`src/rtl/gest_pkg.sv`:
```
package gest_pkg;

    // Width of the step-size exponent field.
    localparam int SHIFT_W = 4;

    // Encoding of the dither sign bit.
    typedef enum logic {
        DITHER_NEG = 1'b0,
        DITHER_POS = 1'b1
    } dither_e;

endpackage

```
`src/rtl/gest_step.sv`:
```
module gest_step
    import gest_pkg::*;
#(
    parameter int XW    = 16,
    parameter int XF    = 14,
    parameter int ACC_W = 32,
    parameter int ACC_F = 30
) (
    input  logic                     dither_pos,
    input  logic [XW-1:0]            residue,
    input  logic [SHIFT_W-1:0]       mu_shift,
    output logic signed [ACC_W:0]    step
);
    // One extra bit lets the negated most-negative residue fit.
    localparam int EW    = ACC_W + 1;
    localparam int ALIGN = ACC_F - XF;

    logic signed [EW-1:0] aligned_w;
    logic signed [EW-1:0] signed_w;

    always_comb begin
        aligned_w = {{(EW-XW){residue[XW-1]}}, residue} <<< ALIGN;
        // Dither of +/-1 reduces the multiply to a conditional negation.
        signed_w  = (dither_e'(dither_pos) == DITHER_POS) ? aligned_w : -aligned_w;
        step      = signed_w >>> mu_shift;
    end

    // shifting keeps the sign of the product (floor toward minus infinity).
    always_comb begin
        if (dither_pos && !residue[XW-1])
            p_step_sign_r4: assert (!step[ACC_W]);
        if (!dither_pos && !residue[XW-1] && residue != '0)
            p_step_neg_r4: assert (step[ACC_W]);
    end

endmodule

```
`src/rtl/gest_satadd.sv`:
```
module gest_satadd #(
    parameter int W = 32
) (
    input  logic signed [W-1:0] acc,
    input  logic signed [W:0]   inc,
    output logic signed [W-1:0] sum
);
    localparam logic signed [W+1:0] MAXV = {3'b000, {(W-1){1'b1}}};
    localparam logic signed [W+1:0] MINV = {3'b111, {(W-1){1'b0}}};

    logic signed [W+1:0] wide_w;

    always_comb begin
        wide_w = {acc[W-1], acc[W-1], acc} + {inc[W], inc};
        if (wide_w > MAXV)
            sum = MAXV[W-1:0];
        else if (wide_w < MINV)
            sum = MINV[W-1:0];
        else
            sum = wide_w[W-1:0];
    end

    // a non-negative increment never lowers the sum, a negative never raises it.
    always_comb begin
        if (!inc[W]) p_sat_up_r7: assert (sum >= acc);
        else         p_sat_dn_r7: assert (sum <= acc);
    end

endmodule

```
`src/rtl/gest_core.sv`:
```
module gest_core
    import gest_pkg::*;
#(
    parameter int XW    = 16,
    parameter int XF    = 14,
    parameter int ACC_W = 32,
    parameter int GUARD = 8,
    parameter int ACC_F = 30,
    localparam int OW   = ACC_W - GUARD
) (
    input  logic                clk,
    input  logic                rst,
    input  logic                smp_valid,
    input  logic                dither_pos,
    input  logic [XW-1:0]       residue,
    input  logic [SHIFT_W-1:0]  mu_shift,
    input  logic                freeze,
    output logic [OW-1:0]       gain_recip
);
    // Reciprocal of the nominal gain of four: 0.25.
    localparam logic [ACC_W-1:0] NOMINAL = {{(ACC_W-1){1'b0}}, 1'b1} << (ACC_F - 2);

    typedef struct packed {
        logic [ACC_W-1:0] acc;
    } state_t;

    state_t st_d, st_q;

    logic signed [ACC_W:0]   step_w;
    logic signed [ACC_W-1:0] sum_w;

    gest_step #(.XW(XW), .XF(XF), .ACC_W(ACC_W), .ACC_F(ACC_F)) u_step (
        .dither_pos (dither_pos),
        .residue    (residue),
        .mu_shift   (mu_shift),
        .step       (step_w)
    );

    gest_satadd #(.W(ACC_W)) u_add (
        .acc (signed'(st_q.acc)),
        .inc (step_w),
        .sum (sum_w)
    );

    always_comb begin
        st_d = st_q;
        if (rst)
            st_d.acc = NOMINAL;
        else if (smp_valid && !freeze)
            st_d.acc = sum_w;
    end

    always_ff @(posedge clk) begin
        st_q <= st_d;
    end

    assign gain_recip = st_q.acc[ACC_W-1:GUARD];

    // first cycle after reset shows the nominal value.
    p_reset_value_r1: assert property (@(posedge clk) disable iff (rst)
        $fell(rst) |-> st_q.acc == NOMINAL);

    // no sample, no movement.
    p_hold_idle_r5: assert property (@(posedge clk) disable iff (rst)
        !smp_valid |=> $stable(st_q.acc));

    // freeze holds the estimate.
    p_hold_freeze_r6: assert property (@(posedge clk) disable iff (rst)
        freeze |=> $stable(gain_recip));

    // positive dither with non-negative residue never lowers the estimate.
    p_dir_up_r2: assert property (@(posedge clk) disable iff (rst)
        (smp_valid && !freeze && dither_pos && !residue[XW-1])
        |=> signed'(st_q.acc) >= signed'($past(st_q.acc)));

    // negative dither with non-negative residue never raises the estimate.
    p_dir_down_r3: assert property (@(posedge clk) disable iff (rst)
        (smp_valid && !freeze && !dither_pos && !residue[XW-1])
        |=> signed'(st_q.acc) <= signed'($past(st_q.acc)));

endmodule

```
`config.mk`:
```
export PLATFORM = sky130hd
export DESIGN_NAME = gest_core
export DESIGN_NICKNAME = d
export VERILOG_FILES = /design/src/rtl/gest_pkg.sv /design/src/rtl/gest_step.sv /design/src/rtl/gest_satadd.sv /design/src/rtl/gest_core.sv
export SDC_FILE = /design/constraint.sdc
export NUM_CORES = 1
export LEC_CHECK = 0
export BUFFER_PORTS_ARGS = -buffer_cell sky130_fd_sc_hd__buf_2
export CAP_MARGIN = 20
export CORE_MARGIN = 2
export CORE_UTILIZATION = 50
export CTS_BUF_LIST = sky130_fd_sc_hd__clkbuf_16
export DETAILED_ROUTE_END_ITERATION = 8
export PLACE_DENSITY = 0.79
export SLEW_MARGIN = 20
export SYNTH_ARGS = -nofsm -noshare
export SYNTH_HDL_FRONTEND = slang
export SYNTH_SLANG_ARGS = --single-unit
```
`constraint.sdc`:
```
create_clock -name clk -period 5.7 [get_ports clk]
set_input_delay 0.855 -clock clk [delete_from_list [all_inputs] [get_ports clk]]
set_output_delay 0.855 -clock clk [all_outputs]
set_load 0.1 [all_outputs]
```
==> results of run 1 <==
power by group:
group | internal (mW) | switching, mW
Combinational | 0.273 | 0.528
Sequential | 0.240 | 0.0211
Clock | 0.159 | 0.101
Total | 0.671 | 0.650
synth_stat cells, types with 6 or more instances:
| master | count |
|---|---|
| nand3_1 | 15 |
| o211ai_1 | 7 |
| o21ai_0 | 38 |
| buf_2 | 6 |
| nor2_1 | 68 |
| a21o_1 | 11 |
| xor2_1 | 13 |
| clkbuf_1 | 26 |
| buf_4 | 26 |
| nand2_1 | 75 |
| nor3_1 | 16 |
| ha_1 | 33 |
| a31oi_1 | 10 |
| inv_1 | 13 |
| dfxtp_1 | 31 |
| mux2_2 | 7 |
| mux2i_1 | 20 |
| nand2b_1 | 8 |
| a311oi_1 | 19 |
| a21oi_1 | 50 |
| xnor2_1 | 27 |
| a211oi_1 | 8 |
area by class of cell:
cell class	instances	share of cell area, %
multi-input cells	526	73.3
flip-flops and latches	31	12.6
repair buffers	60	7.47
well taps	111	2.82
clock buffers	5	2.54
inverters	13	0.990
clock inverters	3	0.305
layout by cell type, fill, tap and decap left out, types with 5 or more instances in the layout:
cell       instances
a311oi_1          19
nor2_1            68
o211ai_1           7
a21o_1            11
buf_2             48
o21ai_1            5
xor2_1            13
a21oi_1           50
nand3_1           15
mux2_2             7
a211oi_1           8
nand2_1           75
clkbuf_16          5
xnor2_1           27
inv_1             13
nand4_1            5
and2_1             5
o21ai_0           37
buf_4              9
nor3_1            15
a31oi_1           10
o21a_1             5
dfxtp_1           31
nand2b_1           8
mux2i_1           20
ha_1              32
a311oi_2           5
worst paths after layout:
check                                 from  endpoint  cells after the start
worst max-delay path            residue[6]  st_q[28]                     20
worst min-delay path               st_q[1]   st_q[1]                      2
worst max register to register     st_q[1]  st_q[28]                     11
worst min register to register     st_q[1]   st_q[1]                      2
worst register-to-register path, stage by stage (launching register included):
cell       delay, ps
dfxtp_1          320
ha_1             240
fa_1             430
a211oi_1         320
o21ai_2          150
o21ba_1          210
nor2_1           300
o31ai_2          210
a2bb2oi_2        250
o31ai_4          120
a221o_1          330
a21o_1           170
logic make-up after synthesis:
group           after synthesis
buf+inv                      81
flops                        31
mux                          29
simple gates                220
fa+ha+maj                    34
xor+xnor                     40
compound gates              203
through the flow:
step | setup slack [ps] | hold WS [ps] | TNS, ps
floorplan | 487 | 457 | 0
global placement | 40.6 | 492 | 0
detailed placement | -66.6 | 506 | -972
CTS | 204 | 516 | 0
global route | 19.0 | 535 | 0
finish | 286 | 509 | 0
timing repair:
action                                  4_1_cts  5_1_grt
resized for setup                             0        6
endpoints found under the hold margin         0        0
hold buffers                                  0        0
endpoints found under the setup margin        0       28
layer usage:
layer | vias up | GRT usage [%]
met2 | 122 | 39.2
met1 | 2169 | 33.6
met3 | 17 | 3.26
met4 | 0 | 6.43
li1 | 2323 | -
met5 | - | 0
==> results.sh, run 1 <==
export IMPL_clk_latency_ps=280
export IMPL_diodes=0
export IMPL_drive_gt1_share_pct=17.4
export IMPL_synth_top_family_by_area="compound AO/OA/AOI/OAI gates"
export IMPL_cp_max_fo=7
export IMPL_fillers=893
export IMPL_synth_cell_type_count=77
export IMPL_dpl_hpwl_mm=9.33
export IMPL_pin_count=49
export IMPL_met1_length_mm=5.87
export IMPL_multiInputGateArea_sq_um=3610
export IMPL_post_route_period_util_pct=95.0
export IMPL_reg_top3="st_q (31)"
export IMPL_reg2reg_slack_ps=2550
export IMPL_largest_reg_flops=31
export IMPL_slowest_stage="or4_4"
export IMPL_postPlaceCellArea_sq_um=4750
export IMPL_dr_pass1_iters=4
export IMPL_required_ps=5880
export IMPL_tightest_slew_ps=653
export IMPL_wl_per_cell_microns=16.1
export IMPL_syn_to_final_growth_pct=5.66
export IMPL_cap_violations=0
export IMPL_slew_headroom_pct=56.5
export IMPL_fin_total_pwr_mw=1.32
export IMPL_routed_via_density=6.18
export IMPL_setup_viol=0
export IMPL_netlist_area_sq_um=4660
export IMPL_peakVddDrop_uv=118
export IMPL_synth_compound_area_share_pct=30.9
export IMPL_nNetsFinal=696
export IMPL_synth_nets=697
export IMPL_final_core_util_pct=53.8
export IMPL_synthTopCellsByArea="dfxtp_1, ha_1, nand2_1"
export IMPL_cp_start_kind="input pin"
export IMPL_min_period_ps=5410
export IMPL_grt_setup_unrepaired="false"
export IMPL_row_count=35
export IMPL_synth_simple_area_share_pct=22.4
export IMPL_initial_core_util_pct=51.0
export IMPL_core_sq_um=9150
export IMPL_synthMuxAreaShare_pct=6.95
export IMPL_cts_tree="built"
export IMPL_place_congestion=0.981
export IMPL_htreeDepth=2
export IMPL_cts_made_buffers=5
export IMPL_place_inst=740
export IMPL_synthCells=638
export IMPL_stdcell_area_sq_um=4930
export IMPL_hold_class="reg2reg"
export IMPL_crit_top_cell="a21oi_1"
export IMPL_grt_max_degree=56
export IMPL_first_iter_violations=203
export IMPL_synth_avg_cell_area_sq_um=7.31
export IMPL_ant_nets=0
export IMPL_cts_root_buf="clkbuf_16"
export IMPL_die_area_sq_um=10100
export IMPL_async_reset_ff_share_pct=0
export IMPL_regMostFlops="st_q"
export IMPL_route_vias_total=4631
export IMPL_status="finished, final reports clean"
export IMPL_critPathArrivalTime_ps=5590
export IMPL_endpoint_kind="register"
export IMPL_ys_warn_count=0
export IMPL_track_usage_pct=24.1
export IMPL_synth_fa_ha_area_share_pct=9.28
export IMPL_clockBufferDepth=2
export IMPL_die_h_microns=101
export IMPL_clk_pin_slew_ps=60
export IMPL_seq_area_sq_um=621
export IMPL_skew_ps=11.5
export IMPL_fp_dieW_microns=101
export IMPL_power_density_nw_per_um2=268
export IMPL_routed_wl_mm=12.0
export IMPL_cpPeakStageDelay_ps=550
export IMPL_ys_seq_area_share_pct=13.3
export IMPL_grt_pass1_wl_mm=20.0
export IMPL_synth_xor_area_share_pct=7.51
export IMPL_synth_seq_cells=31
export IMPL_port_buffers=48
export IMPL_slew_viol_final=0
export IMPL_cts_sinks=31
export IMPL_max_freq_ghz=0.185
export IMPL_dr_wl_met3_microns=497
export IMPL_synth_edf_count=0
export IMPL_hold_viol=0
export IMPL_synth_top_area_share_pct=13.3
export IMPL_synth_flop_cell="dfxtp_1"
export IMPL_yosys_area_top_type="dfxtp_1"
export IMPL_routed_top_layer="met4"
export IMPL_path_delay_family="compound AO/OA/AOI/OAI gates"
export IMPL_crit_chain="buf_2 -> or4_4 -> nor4_4 -> and3b_2 -> a21oi_1 -> xnor2_1 -> mux4_2 -> nor2_1 -> a21oi_1 -> a221oi_2 -> ha_2 -> a21oi_1 -> and2b_1 -> o21a_1 -> a2111oi_2 -> buf_4 -> o21ai_1 -> xor2_1 -> a221o_1 -> a21o_1"
export IMPL_crit_buf_inv=2
export IMPL_stdcell_count=749
export IMPL_dr_wl_met2_mm=5.44
export IMPL_drc=0
export IMPL_grt_remaining_overflow=0
export IMPL_post_cts_buffers=0
export IMPL_crit_type="in2reg"
export IMPL_grt_pass1_vias=4249
export IMPL_p_leak_nw=2.20
export IMPL_grt_antenna_before_repair=0
(Power assumes the default switching activity.)
==> inputs of run 2 (changes only) <==
--- a/config.mk
+++ b/config.mk
@@ -11,8 +11,9 @@
 export CORE_UTILIZATION = 50
 export CTS_BUF_LIST = sky130_fd_sc_hd__clkbuf_16
 export DETAILED_ROUTE_END_ITERATION = 8
-export PLACE_DENSITY = 0.79
+export PLACE_DENSITY = 0.78
 export SLEW_MARGIN = 20
 export SYNTH_ARGS = -nofsm -noshare
 export SYNTH_HDL_FRONTEND = slang
+export SYNTH_HIERARCHICAL = 1
 export SYNTH_SLANG_ARGS = --single-unit
==> results.sh, run 2 <==
export IMPL_grt_pass1_vias=5746
export IMPL_synth_nets=864
export IMPL_critPathArrivalTime_ps=5670
export IMPL_cp_start_kind="input pin"
export IMPL_netlist_area_sq_um=6200
export IMPL_multiInputGateArea_sq_um=5050
export IMPL_tightest_slew_ps=812
export IMPL_initial_core_util_pct=51.4
export IMPL_yosysMostFrequentCell="o21ai_2"
export IMPL_swShare_pct=51.5
export IMPL_reg2reg_slack_ps=2510
export IMPL_clk_pin_slew_ps=60
export IMPL_clk_latency_ps=290
export IMPL_slowest_stage="or4b_2"
export IMPL_holdPathStages=2
export IMPL_p_int_mw=0.983
export IMPL_drc=0
export IMPL_fin_total_pwr_mw=2.03
export IMPL_synth_compound_area_share_pct=36.4
export IMPL_r2r_end="st_q[6]"
export IMPL_cts_root_buf="clkbuf_16"
export IMPL_reg_top3="st_q (32)"
export IMPL_combPwrFrac_pct=69.7
export IMPL_hold_viol=0
export IMPL_grt_pass1_wl_mm=28.5
export IMPL_largest_reg_flops=32
export IMPL_peakVddDrop_uv=130
export IMPL_synth_top_family_by_area="compound AO/OA/AOI/OAI gates"
export IMPL_synthTopCellsByArea="dfxtp_1, o21ai_2, ha_1"
export IMPL_min_period_ps=5520
export IMPL_dr_pass1_iters=5
export IMPL_cts_tree="built"
export IMPL_skew_ps=5.52
export IMPL_synth_xor_area_share_pct=5.37
export IMPL_ys_warn_count=6
export IMPL_power_frac_seq_pct=14.6
export IMPL_crit_chain="buf_2 -> inv_1 -> ha_2 -> or4b_2 -> o21ai_2 -> nor2_2 -> a222oi_1 -> buf_4 -> o2bb2ai_1 -> o2bb2ai_2 -> ha_2 -> buf_4 -> a21oi_1 -> o21ai_1 -> nor3_1 -> o31ai_2 -> a31oi_2 -> nor3_4 -> a211oi_4 -> buf_4 -> clkbuf_16 -> o21ai_2 -> nand4bb_1 -> o21ai_2"
export IMPL_cap_violations=0
export IMPL_die_area_sq_um=13300
export IMPL_worstRegToRegCells=13
export IMPL_grt_antenna_before_repair=0
export IMPL_core_sq_um=12100
export IMPL_stdcell_area_sq_um=6780
export IMPL_crit_type="in2reg"
export IMPL_routed_wl_mm=18.0
export IMPL_grt_remaining_overflow=0
export IMPL_fillers=1130
export IMPL_seq_area_sq_um=641
export IMPL_route_vias_total=6257
export IMPL_p_clk_share_pct=15.7
export IMPL_ant_nets=0
export IMPL_ys_seq_area_share_pct=10.3
export IMPL_p_leak_nw=2.65
export IMPL_fp_dieW_microns=115
export IMPL_cts_made_buffers=5
export IMPL_pin_count=49
export IMPL_post_route_period_util_pct=96.8
export IMPL_htreeDepth=2
export IMPL_cp_max_fo=15
export IMPL_power_density_nw_per_um2=299
export IMPL_grt_max_degree=65
export IMPL_post_synth_most_frequent_cells="o21ai_2, nor2_1, a21oi_1, nand2_1"
export IMPL_synthMuxAreaShare_pct=3.51
export IMPL_crit_end="st_q[6]"
export IMPL_final_core_util_pct=56.2
export IMPL_synth_fa_ha_area_share_pct=7.18
export IMPL_die_h_microns=115
export IMPL_regMostFlops="st_q"
export IMPL_status="finished, final reports clean"
export IMPL_row_count=40
export IMPL_routed_via_density=6.40
export IMPL_clockBufferDepth=2
export IMPL_slew_viol_final=0
export IMPL_synth_simple_area_share_pct=26.9
export IMPL_timing_rr_start="st_q[8]"
export IMPL_hold_class="reg2reg"
export IMPL_place_inst=964
export IMPL_place_congestion=0.986
export IMPL_async_reset_ff_share_pct=0
export IMPL_max_freq_ghz=0.181
export IMPL_diodes=0
export IMPL_port_buffers=48
export IMPL_p_switching_mw=1.05
export IMPL_dpl_hpwl_mm=13.5
export IMPL_holdBufCountCts=0
export IMPL_required_ps=5860
export IMPL_synth_top_area_share_pct=10.3
export IMPL_endpoint_kind="register"
export IMPL_syn_to_final_growth_pct=9.26
export IMPL_cpPeakStageDelay_ps=630
export IMPL_nNetsFinal=869
export IMPL_yosys_area_top_type="dfxtp_1"
export IMPL_slew_headroom_pct=45.9
export IMPL_wl_per_cell_microns=18.4
export IMPL_stdcell_count=978
export IMPL_synth_seq_cells=32
export IMPL_drive_gt1_share_pct=27.2
export IMPL_synth_flop_cell="dfxtp_1"
export IMPL_crit_start="residue[1]"
export IMPL_synthCells=804
export IMPL_first_iter_violations=598
export IMPL_setup_viol=0
export IMPL_postPlaceCellArea_sq_um=6410
export IMPL_cts_sinks=32
export IMPL_synth_edf_count=0
export IMPL_mostFrequentLayoutCell="o21ai_2"
export IMPL_track_usage_pct=26.2
export IMPL_mostFrequentLayoutCells="o21ai_2, nor2_1, a21oi_1"
export IMPL_synth_cell_type_count=97
export IMPL_synth_avg_cell_area_sq_um=7.71
run 2: metrics by stage:
step,hold WS [ps],TNS (ps),setup slack [ps]
3_3_place_gp,469,-477,-32.8
3_5_place_dp,477,-1630,-75.9
2_1_floorplan,458,0,585
4_1_cts,485,0,199
5_1_grt,495,-61.3,-11.5
6_report,480,0,185
run 2: final cells by class:
type / count / share of cell area [%]
repair buffers: 89 / 9.16
flip-flops and latches: 32 / 9.45
clock inverters: 3 / 0.628
well taps: 168 / 3.10
clock buffers: 5 / 1.85
inverters: 24 / 1.33
multi-input cells: 657 / 74.5
run 2: what timing repair did:
| item | in CTS | in global routing |
|---|---|---|
| setup buffers | 0 | 4 |
| gates resized for setup | 0 | 27 |
| setup endpoints to repair | 0 | 31 |
run 2: power by group through the flow:
stage / Combinational (mW) / Sequential [mW] / Clock [mW]
floorplan: 1.09 / 0.286 / 0
global placement: 1.29 / 0.299 / 0
detailed placement: 1.31 / 0.299 / 0
CTS: 1.31 / 0.295 / 0.323
global route: 1.50 / 0.299 / 0.334
finish: 1.41 / 0.296 / 0.319
run 2: cell families (layout without fill, tap and decap cells):
logic type                 after synthesis  after routing
buffers and inverters                  115            121
AOI/OAI and AO/OA                      295            295
adders and majority gates               35             35
and+or+nand+nor                        272            272
other                                    1              1
muxes                                   16             16
DFF                                     32             32
xor gates and xnor gates                38             38
run 2: critical path, delay by kind of cell:
family | cells | cell delay, ps
fa+ha+maj | 2 | 540
buf+inv | 6 | 990
simple gates | 5 | 1240
compound gates | 11 | 2050
run 2: worst min path at each step:
stage,from,end
after CTS,st_q[0],st_q[0]
after global placement,st_q[0],st_q[0]
final,st_q[0],st_q[0]
after detailed placement,st_q[3],st_q[3]
after floorplan,st_q[0],st_q[0]
after global routing,st_q[3],st_q[3]
run 2: per-layer routing:
layer / share of wire [%] / GRT usage, % / up-vias
met5: 0 / 0 / -
met4: 2.1 / 6.99 / 0
met3: 5.5 / 2.48 / 30
met2: 47 / 44.1 / 225
met1: 45 / 35.8 / 2951
li1: - / - / 3051
==> inputs of run 3 (changes only) <==
--- a/config.mk
+++ b/config.mk
@@ -5,13 +5,15 @@
 export SDC_FILE = /design/constraint.sdc
 export NUM_CORES = 1
 export LEC_CHECK = 0
-export BUFFER_PORTS_ARGS = -buffer_cell sky130_fd_sc_hd__buf_2
 export CAP_MARGIN = 20
 export CORE_MARGIN = 2
 export CORE_UTILIZATION = 50
 export CTS_BUF_LIST = sky130_fd_sc_hd__clkbuf_16
 export DETAILED_ROUTE_END_ITERATION = 8
-export PLACE_DENSITY = 0.78
+export DONT_BUFFER_PORTS = 1
+export GPL_ROUTABILITY_DRIVEN = 0
+export PLACE_DENSITY = 0.75
+export RECOVER_POWER = 50
 export SLEW_MARGIN = 20
 export SYNTH_ARGS = -nofsm -noshare
 export SYNTH_HDL_FRONTEND = slang
==> results.sh, run 3 (synthesis gave the netlist of run 2 again) <==
export IMPL_stdcell_count=921
export IMPL_cp_max_fo=8
export IMPL_clk_pin_slew_ps=60
export IMPL_route_vias_total=6180
export IMPL_diodes=0
export IMPL_tightest_slew_ps=1110
export IMPL_slew_viol_final=0
export IMPL_crit_type="in2reg"
export IMPL_cp_start_kind="input pin"
export IMPL_holdBufCountCts=0
export IMPL_cts_made_buffers=5
export IMPL_min_period_ps=5660
export IMPL_die_h_microns=115
export IMPL_ant_nets=0
export IMPL_slew_headroom_pct=26.1
export IMPL_routed_wl_mm=17.9
export IMPL_regMostFlops="st_q"
export IMPL_largest_reg_flops=32
export IMPL_cts_root_buf="clkbuf_16"
export IMPL_peakVddDrop_uv=134
export IMPL_cap_violations=0
export IMPL_clockBufferDepth=2
export IMPL_hold_class="reg2reg"
export IMPL_reg2reg_slack_ps=1730
export IMPL_clk_latency_ps=280
export IMPL_syn_to_final_growth_pct=3.03
export IMPL_min_from="st_q[3]"
export IMPL_drc=0
export IMPL_dr_pass1_iters=7
export IMPL_p_leak_nw=2.37
export IMPL_worstRegToRegCells=14
export IMPL_post_route_period_util_pct=99.3
export IMPL_dpl_hpwl_mm=13.1
export IMPL_htreeDepth=2
export IMPL_mostFrequentLayoutCells="o21ai_2, nor2_1, a21oi_1"
export IMPL_wl_per_cell_microns=19.4
export IMPL_final_core_util_pct=53.0
export IMPL_mostFrequentLayoutCell="o21ai_2"
export IMPL_routed_via_density=6.71
export IMPL_skew_ps=5.81
export IMPL_pin_count=49
export IMPL_hold_slack_ps=484
export IMPL_grt_pass1_wl_mm=28.5
export IMPL_cts_tree="built"
export IMPL_grt_pass1_vias=5579
export IMPL_grt_max_degree=65
export IMPL_hold_viol=0
export IMPL_drive_gt1_share_pct=20.5
export IMPL_holdPathStages=2
export IMPL_nNetsFinal=812
export IMPL_critPathArrivalTime_ps=5810
export IMPL_cts_sinks=32
export IMPL_power_density_nw_per_um2=301
export IMPL_fillers=1137
export IMPL_row_count=40
export IMPL_fp_dieW_microns=115
export IMPL_max_freq_ghz=0.177
export IMPL_port_buffers=0
export IMPL_reg_top3="st_q (32)"
export IMPL_place_inst=909
export IMPL_setup_viol=0
export IMPL_initial_core_util_pct=51.4
export IMPL_required_ps=5850
export IMPL_hold_path_end="st_q[3]"
export IMPL_grt_antenna_before_repair=0
export IMPL_status="finished, final reports clean"
export IMPL_endpoint_kind="register"
export IMPL_r2r_end="st_q[27]"
export IMPL_die_area_sq_um=13300
export IMPL_track_usage_pct=26.2
export IMPL_timing_rr_start="st_q[25]"
export IMPL_core_sq_um=12100
export IMPL_first_iter_violations=847
export IMPL_grt_remaining_overflow=0
==> run 3: changes by cell type in the layout (fill, tap and decap cells not counted), moves of 2 or more <==
cell / previous run / this run
a31oi_2: 2 / 0
ha_1: 29 / 31
buf_2: 48 / 0
o21ai_0: 32 / 34
a31oi_1: 5 / 7
buf_4: 36 / 27
==> run 3: metrics by stage <==
step | TNS (ps) | setup WS, ps | area [sq um] | power, mW
after CTS | 0 | 245 | 6280 | 1.85
after global routing | -1220 | -77.3 | 6390 | 2.03
after detailed placement | 0 | 76.3 | 6110 | 1.52
after global placement | 0 | 117 | 6110 | 1.51
final | 0 | 38.8 | 6390 | 1.92
after floorplan | 0 | 585 | 6200 | 1.38
==> run 3: final cells by class <==
cell class,count,area [sq um],share of cell area (%)
Clock buffer,5,125,1.96
Sequential cell,32,641,10.0
Inverter,24,90.1,1.41
Tap cell,168,210,3.29
Multi-Input combinational cell,657,4980,78.0
Timing Repair Buffer,32,299,4.68
Clock inverter,3,42.5,0.666
==> run 3: what timing repair did <==
item                                    CTS  global route
endpoints found under the setup margin    0            31
setup buffers                             0             3
resized for setup                         0            15
==> run 3: layer usage <==
layer | vias to the layer above | wire [microns] | track usage [%]
li1 | 2930 | - | -
met1 | 2859 | 7720 | 35.5
met2 | 325 | 8020 | 42.2
met3 | 66 | 1520 | 4.74
met4 | 0 | 643 | 8.51
met5 | - | 0 | 0
==> run 3: power by group <==
part	switching (mW)	internal, mW
registers	0.241	0.260
clock network	0.115	0.206
logic	0.628	0.475
total	0.984	0.941
==> run 3: how the worst max path moves through the flow <==
| stage | from | endpoint | slack [ps] |
|---|---|---|---|
| floorplan | residue[0] | st_q[28] | 580 |
| global placement | residue[0] | st_q[28] | 120 |
| detailed placement | residue[0] | st_q[27] | 80 |
| CTS | residue[0] | st_q[27] | 250 |
| global route | residue[0] | st_q[28] | -80 |
| finish | residue[0] | st_q[27] | 40 |
==> run 3: worst max-delay path: stages <==
cell,delay (ps)
inv_1,80
ha_2,230
or3b_1,430
o41ai_2,330
xor2_1,250
a211oi_1,140
buf_4,170
o31ai_1,330
o22ai_1,150
ha_2,420
and4_1,260
nand3_1,150
nor4_2,320
nor2b_1,310
o311a_1,280
a211oi_2,50
buf_4,170
a211oi_4,300
buf_12,160
buf_6,150
o21ai_2,70
nand4bb_1,130
o21ai_2,70
